==> config.mk <==
export PLATFORM = sky130hd
export DESIGN_NAME = dsw_ctrl_top
export DESIGN_NICKNAME = d
export VERILOG_FILES = /design/src/rtl/dsw_pkg.sv /design/src/rtl/dsw_unlock.sv /design/src/rtl/dsw_wake_gate.sv /design/src/rtl/dsw_seq.sv /design/src/rtl/dsw_regs.sv /design/src/rtl/dsw_ctrl_top.sv
export SDC_FILE = /design/constraint.sdc
export NUM_CORES = 1
export LEC_CHECK = 0
export BUFFER_PORTS_ARGS = -buffer_cell sky130_fd_sc_hd__buf_4
export CORE_MARGIN = 3
export CORE_UTILIZATION = 39
export CTS_CLUSTER_DIAMETER = 60
export DETAILED_ROUTE_END_ITERATION = 10
export RECOVER_POWER = 100
export SYNTH_ARGS = -nofsm -noshare
export SYNTH_HDL_FRONTEND = slang
export SYNTH_SLANG_ARGS = --single-unit
export TNS_END_PERCENT = 10
==> constraint.sdc <==
create_clock -name clk -period 1.92 [get_ports clk]
set_input_delay 0.096 -clock clk [delete_from_list [all_inputs] [get_ports clk]]
set_output_delay 0.096 -clock clk [all_outputs]
set_load 0.05 [all_outputs]
==> src/rtl/dsw_pkg.sv <==
package dsw_pkg;
  typedef enum logic [1:0] {ST_RUN, ST_ENTER, ST_SLEEP, ST_PWRUP} dsw_state_e;

  localparam int SRC_N   = 5;
  localparam int SRC_POR = 0;
  localparam int SRC_PIN = 1;
  localparam int SRC_RTC = 2;
  localparam int SRC_IRQ = 3;
  localparam int SRC_WDT = 4;
  localparam int MASK_N  = 3;

  localparam int A_CTRL  = 0;
  localparam int A_FLAGS = 1;
  localparam int A_RET0  = 2;
  localparam int A_RET1  = 3;
  localparam int A_KEY   = 4;
  localparam int A_MASK  = 5;
endpackage

==> src/rtl/dsw_unlock.sv <==
module dsw_unlock #(
  parameter int DATA_W = 16,
  parameter logic [DATA_W-1:0] KEY_FIRST  = DATA_W'('h5A5A),
  parameter logic [DATA_W-1:0] KEY_SECOND = DATA_W'('hC3C3)
) (
  input  logic              clk,
  input  logic              rst,
  input  logic              wr_ok,
  input  logic              key_hit,
  input  logic [DATA_W-1:0] wdata,
  output logic              enter
);
  logic armed_q;
  logic key_wr;

  assign key_wr = wr_ok && key_hit;
  assign enter  = key_wr && armed_q && (wdata == KEY_SECOND);

  always_ff @(posedge clk) begin
    if (rst) armed_q <= 1'b0;
    else     armed_q <= key_wr && (wdata == KEY_FIRST);
  end
endmodule

==> src/rtl/dsw_wake_gate.sv <==
module dsw_wake_gate
  import dsw_pkg::*;
(
  input  logic              pin,
  input  logic              rtc,
  input  logic              irq,
  input  logic              wdt,
  input  logic [MASK_N-1:0] mask,
  output logic [SRC_N-1:0]  cause,
  output logic              any
);
  always_comb begin
    cause          = '0;
    cause[SRC_PIN] = pin;
    cause[SRC_RTC] = rtc && mask[0];
    cause[SRC_IRQ] = irq && mask[1];
    cause[SRC_WDT] = wdt && mask[2];
    any            = |cause;
  end
endmodule

==> src/rtl/dsw_seq.sv <==
module dsw_seq
  import dsw_pkg::*;
#(
  parameter int PWRUP_CYC = 4
) (
  input  logic clk,
  input  logic rst,
  input  logic enter,
  input  logic wake_any,
  input  logic release_req,
  output logic in_run,
  output logic wake_take,
  output logic pwr_en,
  output logic core_rst,
  output logic pad_hold
);
  localparam int CNT_W = $clog2(PWRUP_CYC + 1);
  localparam logic [CNT_W-1:0] CNT_LAST = CNT_W'(PWRUP_CYC - 1);

  dsw_state_e       state_q;
  logic [CNT_W-1:0] cnt_q;

  assign in_run    = (state_q == ST_RUN);
  assign wake_take = (state_q == ST_SLEEP) && wake_any;

  always_ff @(posedge clk) begin
    if (rst) begin
      state_q  <= ST_RUN;
      cnt_q    <= '0;
      pwr_en   <= 1'b1;
      core_rst <= 1'b1;
      pad_hold <= 1'b0;
    end else begin
      case (state_q)
        ST_RUN: begin
          core_rst <= 1'b0;
          if (enter) begin
            state_q  <= ST_ENTER;
            pad_hold <= 1'b1;
          end else if (release_req) begin
            pad_hold <= 1'b0;
          end
        end
        ST_ENTER: begin
          state_q  <= ST_SLEEP;
          pwr_en   <= 1'b0;
          core_rst <= 1'b1;
        end
        ST_SLEEP: begin
          if (wake_any) begin
            state_q <= ST_PWRUP;
            pwr_en  <= 1'b1;
            cnt_q   <= '0;
          end
        end
        ST_PWRUP: begin
          cnt_q <= cnt_q + 1'b1;
          if (cnt_q == CNT_LAST) begin
            state_q  <= ST_RUN;
            core_rst <= 1'b0;
          end
        end
        default: state_q <= ST_RUN;
      endcase
    end
  end
endmodule

==> src/rtl/dsw_regs.sv <==
module dsw_regs
  import dsw_pkg::*;
#(
  parameter int DATA_W = 16,
  parameter int ADDR_W = 3
) (
  input  logic              clk,
  input  logic              rst,
  input  logic              wr_ok,
  input  logic [ADDR_W-1:0] addr,
  input  logic [DATA_W-1:0] wdata,
  input  logic              wake_take,
  input  logic [SRC_N-1:0]  cause,
  input  logic              pad_hold,
  output logic              release_req,
  output logic              key_hit,
  output logic [MASK_N-1:0] mask,
  output logic [DATA_W-1:0] rdata
);
  logic [SRC_N-1:0]  flags_q;
  logic              woke_q;
  logic [DATA_W-1:0] ret_q [2];
  logic [DATA_W-1:0] rd_mux;

  assign key_hit     = (addr == ADDR_W'(A_KEY));
  assign release_req = wr_ok && (addr == ADDR_W'(A_CTRL)) && !wdata[0];

  always_ff @(posedge clk) begin
    if (rst) begin
      flags_q <= SRC_N'(1) << SRC_POR;
      woke_q  <= 1'b0;
      mask    <= '1;
    end else if (wake_take) begin
      flags_q <= flags_q | cause;
      woke_q  <= 1'b1;
      mask    <= '1;
    end else if (wr_ok) begin
      if (addr == ADDR_W'(A_FLAGS)) flags_q <= flags_q & ~wdata[SRC_N-1:0];
      if (addr == ADDR_W'(A_CTRL) && wdata[1]) woke_q <= 1'b0;
      if (addr == ADDR_W'(A_MASK)) mask <= wdata[MASK_N-1:0];
    end
  end

  for (genvar g = 0; g < 2; g++) begin : g_ret
    always_ff @(posedge clk) begin
      if (rst) ret_q[g] <= '0;
      else if (wr_ok && addr == ADDR_W'(A_RET0 + g)) ret_q[g] <= wdata;
    end
  end

  always_comb begin
    rd_mux = '0;
    case (addr)
      ADDR_W'(A_CTRL):  rd_mux = DATA_W'({woke_q, pad_hold});
      ADDR_W'(A_FLAGS): rd_mux = DATA_W'(flags_q);
      ADDR_W'(A_RET0):  rd_mux = ret_q[0];
      ADDR_W'(A_RET1):  rd_mux = ret_q[1];
      ADDR_W'(A_MASK):  rd_mux = DATA_W'(mask);
      default:          rd_mux = '0;
    endcase
  end

  always_ff @(posedge clk) begin
    if (rst) rdata <= '0;
    else     rdata <= rd_mux;
  end
endmodule

==> src/rtl/dsw_ctrl_top.sv <==
module dsw_ctrl_top
  import dsw_pkg::*;
#(
  parameter int DATA_W    = 16,
  parameter int ADDR_W    = 3,
  parameter int PWRUP_CYC = 4,
  parameter logic [DATA_W-1:0] KEY_FIRST  = DATA_W'('h5A5A),
  parameter logic [DATA_W-1:0] KEY_SECOND = DATA_W'('hC3C3)
) (
  input  logic              clk,
  input  logic              rst,
  input  logic              bus_we,
  input  logic [ADDR_W-1:0] bus_addr,
  input  logic [DATA_W-1:0] bus_wdata,
  output logic [DATA_W-1:0] bus_rdata,
  input  logic              wk_pin_rst,
  input  logic              wk_rtc_alarm,
  input  logic              wk_ext_irq,
  input  logic              wk_wdt_expire,
  output logic              core_pwr_en,
  output logic              core_rst,
  output logic              pad_hold
);
  logic              in_run, wr_ok, enter, key_hit;
  logic              wake_any, wake_take, release_req;
  logic [SRC_N-1:0]  cause;
  logic [MASK_N-1:0] mask;

  assign wr_ok = bus_we && in_run;

  dsw_unlock #(.DATA_W(DATA_W), .KEY_FIRST(KEY_FIRST), .KEY_SECOND(KEY_SECOND)) u_unlock (
    .clk(clk), .rst(rst), .wr_ok(wr_ok), .key_hit(key_hit),
    .wdata(bus_wdata), .enter(enter)
  );

  dsw_wake_gate u_gate (
    .pin(wk_pin_rst), .rtc(wk_rtc_alarm), .irq(wk_ext_irq), .wdt(wk_wdt_expire),
    .mask(mask), .cause(cause), .any(wake_any)
  );

  dsw_seq #(.PWRUP_CYC(PWRUP_CYC)) u_seq (
    .clk(clk), .rst(rst), .enter(enter), .wake_any(wake_any),
    .release_req(release_req), .in_run(in_run), .wake_take(wake_take),
    .pwr_en(core_pwr_en), .core_rst(core_rst), .pad_hold(pad_hold)
  );

  dsw_regs #(.DATA_W(DATA_W), .ADDR_W(ADDR_W)) u_regs (
    .clk(clk), .rst(rst), .wr_ok(wr_ok), .addr(bus_addr), .wdata(bus_wdata),
    .wake_take(wake_take), .cause(cause), .pad_hold(pad_hold),
    .release_req(release_req), .key_hit(key_hit), .mask(mask), .rdata(bus_rdata)
  );
endmodule

==> results.cfg <==
[worst_hold_path]
hold_path_depth = 2
holdPathEnd = u_regs.flags_q[3]
min_from = wk_ext_irq
min_path_type = in2reg

[detailed_routing]
drt-initial-drc-count = 109
wire_per_inst_microns = 15.1
vias = 2070
firstDrtPassIters = 4
drt-total-wl_mm = 6.20
ant_nets = 0
drt-vias-per-instance = 5.06
route.detailed.drc = 0

[logic_synthesis]
ys_seq_area_share_pct = 56.9
yosys_warnings = 0
netlist_area_sq_um = 2880
synth_area_per_cell_sq_um = 11.5
synth_nets = 283
postSynthCellCount = 251
ys_dominant_reg_cell = dfxtp_1
synth-seq-cells = 66
synth_cell_types = 49
synthArstFlopShare_pct = 0
synth_edf_count = 32

[final_layout]
most-common-layout-cells = 34 x dfxtp_1, 32 x edfxtp_1, 28 x buf_4
antenna_cells = 0
drive_gt1_share_pct = 18.8
fin_util_pct = 49.6
multi_input_area_sq_um = 1150
final_area_sq_um = 3460
final_common_cell = dfxtp_1
area_growth_pct = 20.0
layout.nets = 340
register_area_sq_um = 1640
fill_cells = 689

[floorplan]
die_area_sq_um = 8460
die_x_microns = 92.0
die_y_microns = 92.0
start_util_pct = 41.3
core-area_sq_um = 6980
ios = 45
rows = 30

[cts]
cts_sinks = 66
cts_resized = 0
cts_buffers = 9
cts_tree = done
worstSkewPairLatency_ns = 0.32
clock_path_buffers = 2
root_buffer = clkbuf_8
clk_pin_slew_ns = 0.07
h-tree-depth = 3

[sta]
max_freq_mhz = 558
finalCritPeriodShare_pct = 93.3
rsz0062_at_grt = no
fin_tns_setup_ns = 0
whs_ns = 0.0258
maxSlewHeadroom_pct = 56.9
worst_pin_slew_ns = 0.646
period_needed_ns = 1.79
setup_violations = 0
hold_violations = 0
skew_ns = 0.00393
maxSlewViolCount = 0

[grt]
grt_overflow = 0
gr-usage-all-layers_pct = 15.1
grt_pass1_vias = 1920
antenna_found_initial = 0
grt_start_max_net_pins = 29
grt_pass1_wl_mm = 9.86

[placement]
io_buffers = 44
dp_hpwl_mm = 4.27
placed_area_sq_um = 3370
gp_congestion = 0.775

[worst_setup_path]
cp-end-kind = flop
arrival_ns = 2.00
regToRegEndpoint = u_seq.state_q[1]
crit_required_ns = 2.13
r2r_start = u_seq.state_q[0]
crit_chain = inv_1 > ha_1 > inv_1 > o311ai_1 > o31ai_1 > or3b_1
critPathBufInv = 2
r2r_slack_ns = 0.13
max_stage_delay_ns = 0.38
crit_top_cell = inv_1
cp_max_fo = 6
critPathSlowestCell = or3b_1
critical_path.top_delay_family = compound AO/OA/AOI/OAI gates
critPathLaunchType = flop
crit_type = reg2reg
rr_worst_depth = 6

[outcome]
outcome = completed

[power]
power_mw = 2.91
ir_worst_vdd_v = 0.000399
power_leakage_nw = 1.34
powerDensity_nw_per_um2 = 841

[run]
drv_cap = 0
==> report_power, final <==
group / switching, mW / internal, mW
Sequential: 0.0225 / 1.54
Clock: 0.495 / 0.501
Combinational: 0.226 / 0.130
Total: 0.743 / 2.17
==> metrics by stage <==
stage               cells  setup WS (ns)
global route          409         0.0255
CTS                   409          0.129
detailed placement    391          0.168
global placement      391          0.260
finish                409          0.129
floorplan             251          0.299
==> cell usage after synthesis, drive strengths merged (3+ instances only) <==
master	count	share of area [%]
ha	6	2.6
nand4	3	0.65
inv	12	1.6
clkbuf	4	0.52
mux2i	15	5.2
nor2b	4	0.87
nor2	24	3.1
nand2	10	1.3
a21oi	3	0.52
o21ai	8	1.4
nor3	4	0.69
and2	31	6.7
dfxtp	34	24
buf	7	1.2
a22oi	5	1.3
a31o	3	0.91
mux2	6	2.3
edfxtp	32	33
nor3b	3	0.95
a311oi	3	0.91
==> worst max path at each step <==
stage                          start                 end  slack [ns]  cells after the start
finish              u_seq.state_q[0]    u_seq.state_q[1]        0.13                      6
global route        u_seq.state_q[0]    u_seq.state_q[1]        0.03                      6
CTS                 u_seq.state_q[0]    u_seq.state_q[1]        0.13                      6
detailed placement  u_seq.state_q[0]    u_seq.state_q[1]        0.17                      6
global placement    u_seq.state_q[0]    u_seq.state_q[1]        0.26                      6
floorplan           u_seq.state_q[0]  u_regs.ret_q[0][0]        0.30                      4
==> logic make-up (layout without fill, tap and decap cells) <==
group                      after synthesis  in the layout  share of synthesized area (%)
AOI/OAI and AO/OA                       41             41                           10.5
adders and majority gates                6              6                           2.60
buffers and inverters                   23             85                           3.25
DFF                                     66             66                           56.9
muxes                                   21             21                           7.55
and+or+nand+nor                         94             94                           19.1
==> timing repair <==
item                                   4_1_cts  5_1_grt
hold buffers                                 2        0
endpoints found under the hold margin        2        0
buffers inserted                             0        0
==> sequential cells by signal (all words and copies together), names as in the netlist <==
name              flops
u_regs.ret_q         32
u_regs.rdata         16
u_seq.pwr_en          1
u_seq.cnt_q           3
u_regs.mask           3
u_unlock.armed_q      1
u_regs.woke_q         1
u_seq.core_rst        1
u_seq.pad_hold        1
u_seq.state_q         2
u_regs.flags_q        5
==> routing by layer <==
layer | wire [microns] | up-vias | global-route usage [%]
met5 | 0 | - | 0
met4 | 48 | 0 | 6.19
met3 | 281 | 2 | 4.10
met2 | 3020 | 48 | 23.8
met1 | 2850 | 1002 | 19.7
li1 | - | 1018 | -
==> layout make-up <==
class	count	area share, %
clock buffer	13	4.30
clock inverter	3	0.506
inverter	12	1.30
tap	96	3.47
multi-input combinational	162	33.2
timing repair buffer	57	9.83
sequential	66	47.4
Note: power is estimated with default switching activity, not from simulation.
